## src/rtl/nandif_pkg.sv

```systemverilog
package nandif_pkg;
    localparam int HOST_W = 32;
    localparam int NAND_W = 8;
    localparam int TFLD_W = 4;
    localparam int RIDX_W = 4;

    localparam int CFG_CE_BIT  = 5;
    localparam int CTRL_RST_BIT = 2;
    localparam int NUM_EVT     = 2;

    typedef enum logic [RIDX_W-1:0] {
        RI_DATA  = 4'd0,
        RI_ADDR  = 4'd1,
        RI_CMD   = 4'd2,
        RI_CTRL  = 4'd3,
        RI_CFG   = 4'd4,
        RI_STAT  = 4'd5,
        RI_ISTAT = 4'd6,
        RI_IEN   = 4'd7,
        RI_ICLR  = 4'd8,
        RI_TIME  = 4'd9
    } ridx_e;

    typedef enum logic [1:0] {OP_CMD, OP_ADR, OP_WR, OP_RD} op_e;

    typedef enum logic [2:0] {
        PH_IDLE, PH_SETUP, PH_STROBE, PH_HOLD, PH_RWAIT, PH_BWAIT
    } phase_e;

    typedef struct packed {
        logic [TFLD_W-1:0] w_rdy;
        logic [TFLD_W-1:0] w_width;
        logic [TFLD_W-1:0] w_hold;
        logic [TFLD_W-1:0] w_setup;
        logic [TFLD_W-1:0] r_rdy;
        logic [TFLD_W-1:0] r_width;
        logic [TFLD_W-1:0] r_hold;
        logic [TFLD_W-1:0] r_setup;
    } timing_t;
endpackage

```

## src/rtl/nandif_rb_sync.sv

```systemverilog
module nandif_rb_sync #(
    parameter int STAGES = 2
) (
    input  logic clk,
    input  logic rst_n,
    input  logic async_in,
    output logic sync_out,
    output logic rise
);
    typedef struct packed {
        logic [STAGES-1:0] sh;
        logic              prev;
    } sync_t;

    sync_t s_d, s_q;

    generate
        if (STAGES == 1) begin : g_one
            always_comb s_d.sh = async_in;
        end else begin : g_chain
            always_comb s_d.sh = {s_q.sh[STAGES-2:0], async_in};
        end
    endgenerate

    always_comb s_d.prev = s_q.sh[STAGES-1];

    always_ff @(posedge clk or negedge rst_n) begin
        if (!rst_n) s_q <= '1;
        else        s_q <= s_d;
    end

    assign sync_out = s_q.sh[STAGES-1];
    assign rise     = s_q.sh[STAGES-1] & ~s_q.prev;
endmodule

```

## src/rtl/nandif_phase_seq.sv

```systemverilog
module nandif_phase_seq
    import nandif_pkg::*;
(
    input  logic              clk,
    input  logic              rst_n,
    input  logic              abort,
    input  logic              start,
    input  op_e               op,
    input  logic [NAND_W-1:0] byte_in,
    input  timing_t           tim,
    input  logic              rdy,
    input  logic [NAND_W-1:0] dq_in,
    output logic              busy,
    output logic              active,
    output logic              cle,
    output logic              ale,
    output logic              we_n,
    output logic              re_n,
    output logic [NAND_W-1:0] dq_out,
    output logic              dq_oe,
    output logic              cap_valid,
    output logic [NAND_W-1:0] cap_byte,
    output logic              done
);
    typedef struct packed {
        phase_e            ph;
        op_e               op;
        logic [TFLD_W-1:0] cnt;
        logic [NAND_W-1:0] dat;
    } seq_t;

    seq_t s_d, s_q;

    function automatic logic [TFLD_W-1:0] ld(input logic [TFLD_W-1:0] f);
        return (f == '0) ? '0 : f - 1'b1;
    endfunction

    logic is_rd, last;
    assign is_rd = (s_q.op == OP_RD);
    assign last  = (s_q.cnt == '0);

    always_comb begin
        s_d = s_q;
        unique case (s_q.ph)
            PH_IDLE: if (start) begin
                s_d.ph  = PH_SETUP;
                s_d.op  = op;
                s_d.dat = byte_in;
                s_d.cnt = ld((op == OP_RD) ? tim.r_setup : tim.w_setup);
            end
            PH_SETUP: begin
                s_d.cnt = s_q.cnt - 1'b1;
                if (last) begin
                    s_d.ph  = PH_STROBE;
                    s_d.cnt = ld(is_rd ? tim.r_width : tim.w_width);
                end
            end
            PH_STROBE: begin
                s_d.cnt = s_q.cnt - 1'b1;
                if (last) begin
                    s_d.ph  = PH_HOLD;
                    s_d.cnt = ld(is_rd ? tim.r_hold : tim.w_hold);
                    if (is_rd) s_d.dat = dq_in;
                end
            end
            PH_HOLD: begin
                s_d.cnt = s_q.cnt - 1'b1;
                if (last) begin
                    s_d.ph  = PH_RWAIT;
                    s_d.cnt = ld(is_rd ? tim.r_rdy : tim.w_rdy);
                end
            end
            PH_RWAIT: begin
                s_d.cnt = s_q.cnt - 1'b1;
                if (last) s_d.ph = PH_BWAIT;
            end
            PH_BWAIT: if (rdy) s_d.ph = PH_IDLE;
            default:  s_d.ph = PH_IDLE;
        endcase
        if (abort) begin
            s_d.ph  = PH_IDLE;
            s_d.cnt = '0;
        end
    end

    always_ff @(posedge clk or negedge rst_n) begin
        if (!rst_n) s_q <= '{ph: PH_IDLE, op: OP_CMD, cnt: '0, dat: '0};
        else        s_q <= s_d;
    end

    assign busy      = (s_q.ph != PH_IDLE);
    assign active    = (s_q.ph == PH_SETUP) || (s_q.ph == PH_STROBE) || (s_q.ph == PH_HOLD);
    assign cle       = active && (s_q.op == OP_CMD);
    assign ale       = active && (s_q.op == OP_ADR);
    assign we_n      = !((s_q.ph == PH_STROBE) && !is_rd);
    assign re_n      = !((s_q.ph == PH_STROBE) && is_rd);
    assign dq_out    = s_q.dat;
    assign dq_oe     = active && !is_rd;
    assign cap_valid = (s_q.ph == PH_STROBE) && last && is_rd && !abort;
    assign cap_byte  = dq_in;
    assign done      = (s_q.ph == PH_BWAIT) && rdy && !abort;
endmodule

```

## src/rtl/nandif_regs.sv

```systemverilog
module nandif_regs
    import nandif_pkg::*;
(
    input  logic              clk,
    input  logic              rst_n,
    input  logic              host_sel,
    input  logic              host_we,
    input  logic [RIDX_W-1:0] host_addr,
    input  logic [HOST_W-1:0] host_wdata,
    input  logic              seq_busy,
    input  logic              cap_valid,
    input  logic [NAND_W-1:0] cap_byte,
    input  logic              done,
    input  logic              rdy,
    input  logic              rdy_rise,
    output logic [HOST_W-1:0] host_rdata,
    output logic              start,
    output op_e               op,
    output logic [NAND_W-1:0] byte_out,
    output timing_t           tim,
    output logic              ce_force,
    output logic              soft_rst,
    output logic              irq
);
    typedef struct packed {
        logic               ce_force;
        logic [NUM_EVT-1:0] ien;
        logic [NUM_EVT-1:0] ist;
        timing_t            tim;
        logic [HOST_W-1:0]  rdata;
    } regs_t;

    regs_t r_d, r_q;
    logic ctrl_wr, accept, wr, rd;

    assign ctrl_wr  = host_sel && host_we && (host_addr == RI_CTRL);
    assign soft_rst = ctrl_wr && host_wdata[CTRL_RST_BIT];
    assign accept   = host_sel && (!seq_busy || ctrl_wr);
    assign wr       = accept && host_we;
    assign rd       = accept && !host_we;

    assign start = !soft_rst &&
        ((wr && (host_addr == RI_CMD || host_addr == RI_ADDR || host_addr == RI_DATA)) ||
         (rd && host_addr == RI_DATA));
    assign op = (host_addr == RI_CMD)  ? OP_CMD :
                (host_addr == RI_ADDR) ? OP_ADR :
                host_we                ? OP_WR  : OP_RD;
    assign byte_out = host_wdata[NAND_W-1:0];

    always_comb begin
        r_d = r_q;
        if (wr) begin
            unique case (host_addr)
                RI_CFG:  r_d.ce_force = host_wdata[CFG_CE_BIT];
                RI_IEN:  r_d.ien      = host_wdata[NUM_EVT-1:0];
                RI_TIME: r_d.tim      = timing_t'(host_wdata);
                RI_ICLR: r_d.ist      = r_q.ist & ~host_wdata[NUM_EVT-1:0];
                default: ;
            endcase
        end
        r_d.ist = r_d.ist | {done, rdy_rise};
        if (soft_rst) r_d.ist = '0;
        if (rd) begin
            unique case (host_addr)
                RI_STAT:  r_d.rdata = HOST_W'(rdy);
                RI_CFG:   r_d.rdata = HOST_W'(r_q.ce_force) << CFG_CE_BIT;
                RI_ISTAT: r_d.rdata = HOST_W'(r_q.ist);
                RI_IEN:   r_d.rdata = HOST_W'(r_q.ien);
                RI_TIME:  r_d.rdata = HOST_W'(r_q.tim);
                default:  r_d.rdata = r_q.rdata;
            endcase
        end
        if (cap_valid) r_d.rdata = HOST_W'(cap_byte);
    end

    always_ff @(posedge clk or negedge rst_n) begin
        if (!rst_n) r_q <= '0;
        else        r_q <= r_d;
    end

    assign host_rdata = r_q.rdata;
    assign tim        = r_q.tim;
    assign ce_force   = r_q.ce_force;
    assign irq        = |(r_q.ist & r_q.ien);
endmodule

```

## src/rtl/nand_bus_engine.sv

```systemverilog
module nand_bus_engine
    import nandif_pkg::*;
#(
    parameter int SYNC_STAGES = 2
) (
    input  logic              clk,
    input  logic              rst_n,
    input  logic              host_sel,
    input  logic              host_we,
    input  logic [RIDX_W-1:0] host_addr,
    input  logic [HOST_W-1:0] host_wdata,
    output logic [HOST_W-1:0] host_rdata,
    output logic              host_busy,
    output logic              irq,
    output logic              nand_ce_n,
    output logic              nand_cle,
    output logic              nand_ale,
    output logic              nand_we_n,
    output logic              nand_re_n,
    output logic [NAND_W-1:0] nand_dq_out,
    output logic              nand_dq_oe,
    input  logic [NAND_W-1:0] nand_dq_in,
    input  logic              nand_rb
);
    logic              rdy, rdy_rise, start, ce_force, soft_rst;
    logic              seq_busy, active, cap_valid, done;
    logic [NAND_W-1:0] byte_out, cap_byte;
    op_e               op;
    timing_t           tim;

    nandif_rb_sync #(.STAGES(SYNC_STAGES)) u_sync (
        .clk(clk), .rst_n(rst_n), .async_in(nand_rb),
        .sync_out(rdy), .rise(rdy_rise)
    );

    nandif_regs u_regs (
        .clk(clk), .rst_n(rst_n),
        .host_sel(host_sel), .host_we(host_we), .host_addr(host_addr),
        .host_wdata(host_wdata), .seq_busy(seq_busy),
        .cap_valid(cap_valid), .cap_byte(cap_byte), .done(done),
        .rdy(rdy), .rdy_rise(rdy_rise), .host_rdata(host_rdata),
        .start(start), .op(op), .byte_out(byte_out), .tim(tim),
        .ce_force(ce_force), .soft_rst(soft_rst), .irq(irq)
    );

    nandif_phase_seq u_seq (
        .clk(clk), .rst_n(rst_n), .abort(soft_rst), .start(start),
        .op(op), .byte_in(byte_out), .tim(tim), .rdy(rdy),
        .dq_in(nand_dq_in), .busy(seq_busy), .active(active),
        .cle(nand_cle), .ale(nand_ale), .we_n(nand_we_n), .re_n(nand_re_n),
        .dq_out(nand_dq_out), .dq_oe(nand_dq_oe),
        .cap_valid(cap_valid), .cap_byte(cap_byte), .done(done)
    );

    assign host_busy = seq_busy;
    assign nand_ce_n = !(ce_force || active);
endmodule

```

## config.mk

```make
export PLATFORM = sky130hd
export DESIGN_NAME = nand_bus_engine
export DESIGN_NICKNAME = d
export VERILOG_FILES = /design/src/rtl/nandif_pkg.sv /design/src/rtl/nandif_rb_sync.sv /design/src/rtl/nandif_phase_seq.sv /design/src/rtl/nandif_regs.sv /design/src/rtl/nand_bus_engine.sv
export SDC_FILE = /design/constraint.sdc
export NUM_CORES = 1
export LEC_CHECK = 0
export CELL_PAD_IN_SITES_DETAIL_PLACEMENT = 0
export CELL_PAD_IN_SITES_GLOBAL_PLACEMENT = 1
export CORE_ASPECT_RATIO = 1.1
export CORE_MARGIN = 2
export CORE_UTILIZATION = 42
export CTS_CLUSTER_DIAMETER = 60
export DETAILED_ROUTE_END_ITERATION = 8
export PLACE_DENSITY_LB_ADDON = 0.08
export SLEW_MARGIN = 20
export SYNTH_ARGS = -nofsm -noshare
export SYNTH_HDL_FRONTEND = slang
export SYNTH_HIERARCHICAL = 1
export SYNTH_SLANG_ARGS = --single-unit
export TNS_END_PERCENT = 1
```

## constraint.sdc

```tcl
create_clock -name clk -period 2.6 [get_ports clk]
set_input_delay 0.52 -clock clk [delete_from_list [all_inputs] [get_ports clk]]
set_output_delay 0.52 -clock clk [all_outputs]
set_load 0.005 [all_outputs]
```

# [Yosys cells after proc, flatten, opt, wreduce, memory -nomap -nowiden]
# Cells that the tools add are included.
[totals] reg_bits=89 out_inout_bits=48
[classes] n_addsub=5 n_eq_ne=26 mux=33 n_bitwise=6 reduce_logical=55
[op_table] operator="$pmux W32 S5" n=1
[op_table] operator="$mux W32" n=3
[op_table] operator="$mux W4" n=11
[op_table] operator="$mux W34" n=1
[op_table] operator="$logic_not A4 Y1" n=6
[op_table] operator="$pmux W4 S5" n=1
[op_table] operator="$sub A4 B1 Y4 const B" n=5
[op_table] operator="$logic_and A1 B1 Y1" n=19
[op_table] operator="$mux W3" n=6
[op_table] operator="$pmux W3 S6" n=1
[op_table] operator="$mux W17" n=1
[op_table] operator="$eq A4 B3 Y1 const B" n=4
[op_table] operator="$pmux W8 S2" n=1
[op_table] operator="$mux W12" n=1
[op_table] operator="$ne A3 B1 Y1 const B" n=4
[op_table] operator="$reduce_and A2 Y1" n=6
[op_table] operator="$reduce_bool A6 Y1" n=2
[op_table] operator="$eq A4 B2 Y1 const B" n=2
[op_table] operator="$eq A4 B4 Y1 const B" n=2
[op_table] operator="$mux W2" n=4
[op_table] operator="$mux W8" n=1
[op_table] operator="$logic_not A1 Y1" n=7
[op_table] operator="$logic_or A1 B1 Y1" n=7
[op_table] operator="$eq A3 B2 Y1 const B" n=2
[op_table] operator="21 further kinds" n=27

# [Depth between registers and ports, before layout]
[depth] ltp_word=11 ltp_mapped=11 depth_no_buf=10

# [Modules after synthesis]
# Netlist, hierarchy kept.
[by_module_without_submodules] mod="nandif_regs" n_inst=1 cells_per_inst=287 area_per_inst_um2=3422.0 seq_area_each_um2=1726.7
[by_module_without_submodules] mod="nandif_phase_seq" n_inst=1 cells_per_inst=224 area_per_inst_um2=1894.3 seq_area_each_um2=425.4
[by_module_without_submodules] mod="nandif_rb_sync" n_inst=1 cells_per_inst=4 area_per_inst_um2=92.6 seq_area_each_um2=78.8
[by_module_without_submodules] mod="nand_bus_engine" n_inst=1 cells_per_inst=1 area_per_inst_um2=3.8 seq_area_each_um2=0.0

# [Worst setup path before layout]
# OpenSTA, ideal clock, no wires.
[synth_path] path_kind="in2reg" startpoint="input port host_addr[0]" endpoint="register u_seq/s_q[8] (netlist name)" setup_ns=0.087 arrival_ns=2.330 required_time_ns=2.513 setup_slack_ns=0.183 stages=10 n_path_buf=2 cell_sequence="clkbuf_1 -> nor2b_1 -> o21ai_0 -> clkbuf_2 -> nand2_1 -> mux2i_1 -> ha_1 -> a211o_1 -> a211o_1 -> o211ai_1"
[synth_between] elab_chain_len=10 elab_cells_between_ends=30 classes_between="add/sub (1); eq/ne (5); mux (7); reduce/logical (17)"
[synth_rtl] item="start: declaration" line_no="nand_bus_engine.sv:10" text="input logic [RIDX_W-1:0] host_addr,"
[synth_rtl] item="$eq A4 B1 Y1" line_no="nandif_regs.sv:46" text="(host_addr == RI_ADDR) ? OP_ADR :"
[synth_rtl] item="$mux W2" line_no="nandif_regs.sv:46"
[synth_rtl] item="$mux W2 (*)" line_no="nandif_regs.sv:45" text="assign op = (host_addr == RI_CMD) ? OP_CMD :"
[synth_rtl] item="named net op[1]" line_no="nand_bus_engine.sv:28" text="op_e op;"
[synth_rtl] item="$eq A2 B2 Y1 (*)" line_no="nandif_phase_seq.sv:49" text="s_d.cnt = ld((op == OP_RD) ? tim.r_setup : tim.w_setup);"
[synth_rtl] item="$mux W4 (*)" line_no="nandif_phase_seq.sv:49"
[synth_rtl] item="$sub A4 B1 Y4 / $logic_not A4 Y1 (equally long branches)" line_no="nandif_phase_seq.sv:35" text="return (f == '0) ? '0 : f - 1'b1;"
[synth_rtl] item="$mux W4 (*)" line_no="nandif_phase_seq.sv:35"
[synth_rtl] item="$mux W17 (*)" line_no="nandif_phase_seq.sv:45" text="PH_IDLE: if (start) begin"
[synth_rtl] item="$pmux W4 S5 (*)" line_no="nandif_phase_seq.sv:44" text="unique case (s_q.ph)"
[synth_rtl] item="$mux W4 (*)" line_no="nandif_phase_seq.sv:80" text="if (abort) begin"
[synth_rtl] item="end signal: assignment" line_no="nandif_phase_seq.sv:87" text="if (!rst_n) s_q <= '{ph: PH_IDLE, op: OP_CMD, cnt: '0, dat: '0};"
[synth_rtl] item="end: declaration" line_no="nandif_phase_seq.sv:32" text="seq_t s_d, s_q;"
# Mark *: on every way through the listed nets, which the timed path passes. The rest lies on a longest branch. The select of a mux whose other input is x is not followed.
# A chain may end at the register's enable or synchronous reset.

# [Final worst setup path]
[layout_path] startpoint="input port host_addr[0]" endpoint="register u_seq/s_q[11] (netlist name)"
# The elaborated chain is that of the path after synthesis.

==> results.md <==
- Gr usage total: around a fifth
- Gr busiest metal: met2
- IO Pins: 97
- R2R setup slack: ~260 ps
- Period Utilization, post-route: 94.1%
- Post-Syn Area per Cell: around 10 µm²
- Arrival time worst endpoint: 2670 ps
- Reg2Reg Capture Point: u_regs/host_rdata[5]
- HPWL after DPL: around 9.8 mm
- Worst min path class: in2async
- Syn nets: 568
- Worst-case reg-to-reg path depth: 5
- Vias per std cell: roughly 5.5
- Vias: 3859
- Met1 global-route usage: 25.3%
- Fmax: roughly 410 MHz
- Tot Pwr: ~6 mW
- Crit path capture: u_seq/s_q[11]
- Clk slew on worst S/H paths: roughly 70 ps
- Worst slew margin: between 50% and 60%
- Yosys top cell by area: dfrtp_1
- Commonest non-fill, non-tap cell in the layout: clkdlybuf4s50_1
- I/O Buffers: 96
- R2R Path Start: u_seq/s_q[14]
- Largest net degree at the start of global routing: 47
- Leakage: approximately 2.7 nW
- Top-area cell type share of the netlist area: around two fifths
- Die area: about 14000 µm²
- Postcts setup bufs: 0
- Slew @ Worst Pin: between 700 and 800 ps
- Clock Sinks: 89
- CP endpoint kind: register
- WL/cell: about 19 µm
- CP Data Required Time: between 2000 and 3000 ps
- Sw Ratio: between 30% and 40%
- Most used cells in the layout excluding fill and tap cells: clkdlybuf4s50_1 (95), dfrtp_1 (86), mux2_2 (33), buf_4 (28), a22o_1 (26)
- Die outline height: 123 µm
- Yosys reg bits: 89
- Startpoint Class: primary input
- Setup Crit Path Kind: in2reg
- DRC: 0
- Clk_lat worst skew: ~350 ps
- GR Util met3: under 10%
- Switch Pwr: slightly above 2 mW
- Ant diodes: 0
- Root buffer cell: clkbuf_16
- Met2 Use GR: a little over a third
- DRT Wirelength: between 10 and 15 mm
- Synth warn: 6
- Slew Viols, Final: 0
- Synth top area cells: dfrtp_1 (40%), buf_4 (12%), mux2_2 (6.9%), a22o_1 (4.2%), nand2_1 (1.7%)
- CTS tree: done
- Comb pwr share: ~39%
- First-pass GRT wire length: approximately 22 mm
- Area Growth Syn to Fin: 17.5%
- Sequential fraction of design power: a little under two fifths
- H-tree depth: 3
- Cells after Synth: 516
- Final hold violation count: 0
- Rows: 43
- Vias in the first global route: 4033
- Die X: about 110 µm
- Post-synth EDFFs: 0
- Number of max-cap violations: 0
- Nets: 593
- Setup violators final: 0
- Fraction of registers with async set/reset: between 90% and 100%
- Post-layout util: 50.5%
- Status: finished clean
- Post-route setup TNS: 0 ps
- Setup Skew: ~7.6 ps
- Power Internal: a little under 4 mW
- Fillers: approximately 1200
- Clock Path Buffers: 2
- DRT Pass-1 Iters: 4
- Synth Flop Type: dfrtp_1
- Initial antenna violation count: 0
- 1st-iter DRT viols: approximately 220
- Routability Congestion: about 0.9
- Core area: around 13000 µm²
- Overflow after GRT: 0
- Clock power share: around a quarter
- Layout cells sized above 1: between 10% and 20%
- Crit Path Max Fanout: 6
- CP startpoint: host_addr[0]
- Num CTS Buffers: 9
- Initial Util: 43.0%
- Mapped cell area: 5410 µm²
- Post-DRT Antenna Nets: 0
- Final min period: approximately 2400 ps
- Pwr Density: 935 nW/µm²
- WHS: ~170 ps
- Post-synth cell types: 74
- CTS Hold Bufs: 0
- Share of the yosys chip area belonging to registers: slightly above 40%
- Worst VDD drop: between 0.5 and 0.6 mV
==> Yosys cell counts (3+ instances only) <==
library cell	number
mux2_2	33
and3_1	4
mux2i_1	7
a211o_1	6
nor4_1	4
clkbuf_1	4
nor3_1	14
o21ai_0	15
a21oi_1	17
xnor2_1	7
inv_1	12
dfrtp_1	86
a31oi_1	3
or3_1	5
o211ai_1	3
xor2_1	3
or4b_1	3
nand2_1	24
a221oi_1	6
nand3_1	5
a22o_1	26
nor2_1	14
ha_1	3
buf_6	6
nand3b_1	6
mux2_1	5
buf_2	13
nor2b_1	3
buf_4	88
o21a_1	3
a211oi_1	3
a22oi_1	9
dfstp_2	3
nor4_2	3
nand2b_1	5
o21ai_1	9
nor4b_1	7
==> per-stage QoR <==
step | instances | cell area [µm²] | setup slack (ps)
after global routing | 701 | 6360 | -4.38
final | 701 | 6360 | 152
after CTS | 701 | 6350 | 122
after floorplan | 516 | 5410 | 183
after global placement | 687 | 6040 | -125
after detailed placement | 687 | 6040 | -187
==> power by group through the flow <==
stage          registers [mW]  clock network, mW  logic (mW)
3_3_place_gp             2.24                  0        2.31
6_report                 2.22               1.41        2.32
3_5_place_dp             2.25                  0        2.33
5_1_grt                  2.28               1.51        2.55
2_1_floorplan            2.01                  0        1.98
4_1_cts                  2.23               1.45        2.34
==> per-layer routing <==
layer / part of all wire (%) / up-vias
li1: - / 1849
met1: 44 / 1914
met2: 50 / 82
met3: 4.4 / 14
met4: 1.4 / 0
met5: 0 / -
==> state kept, by name (all words and copies together) (netlist names) <==
name / flops
u_regs/ce_force: 1
u_regs/host_rdata: 32
u_regs/r_q: 4
u_regs/tim: 32
u_seq/dq_out: 8
u_seq/s_q: 9
u_sync/s_d: 1
u_sync/s_q: 1
u_sync/sync_out: 1
==> cell type report <==
| cell class | instances | area, µm² | share of cell area, % |
|---|---|---|---|
| Multi-Input combinational cell | 302 | 2330 | 36.7 |
| Sequential cell | 89 | 2230 | 35.1 |
| Timing Repair Buffer | 127 | 1240 | 19.5 |
| Clock buffer | 10 | 239 | 3.76 |
| Tap cell | 157 | 196 | 3.09 |
| Clock inverter | 4 | 77.6 | 1.22 |
| Inverter | 12 | 45.0 | 0.708 |
==> kinds of logic (layout without fill, tap and decap cells) <==
family	Yosys count	count (layout)	synth area share (%)
compound gates	121	121	16.6
xor+xnor	10	10	1.62
fa+ha+maj	4	4	0.878
buf+inv	125	153	15.9
flops	89	89	41.2
mux	45	45	9.20
simple gates	122	122	14.5
==> worst max-delay path, cell delays in order <==
cell and delay [ps]:
clkdlybuf4s50_1 530, nor2b_1 220, o21ai_0 180, buf_4 200, a211o_1 260, a221oi_2 250
xor2_1 200, a2bb2oi_1 220, o21ai_1 100
==> timing repair <==
action / in CTS / in global routing
setup endpoints to repair: 0 / 2
hold endpoints to repair: 0 / 0
resized for setup: 0 / 2
==> how the worst min path moves through the flow <==
stage                      end  depth (start not counted)
2_1_floorplan  u_regs/ce_force                          0
3_3_place_gp   u_sync/sync_out                          0
3_5_place_dp   u_sync/sync_out                          0
4_1_cts        u_seq/dq_out[4]                          1
5_1_grt        u_seq/dq_out[4]                          1
6_report       u_seq/dq_out[4]                          1
No activity file was read; power rests on OpenSTA's default activity.
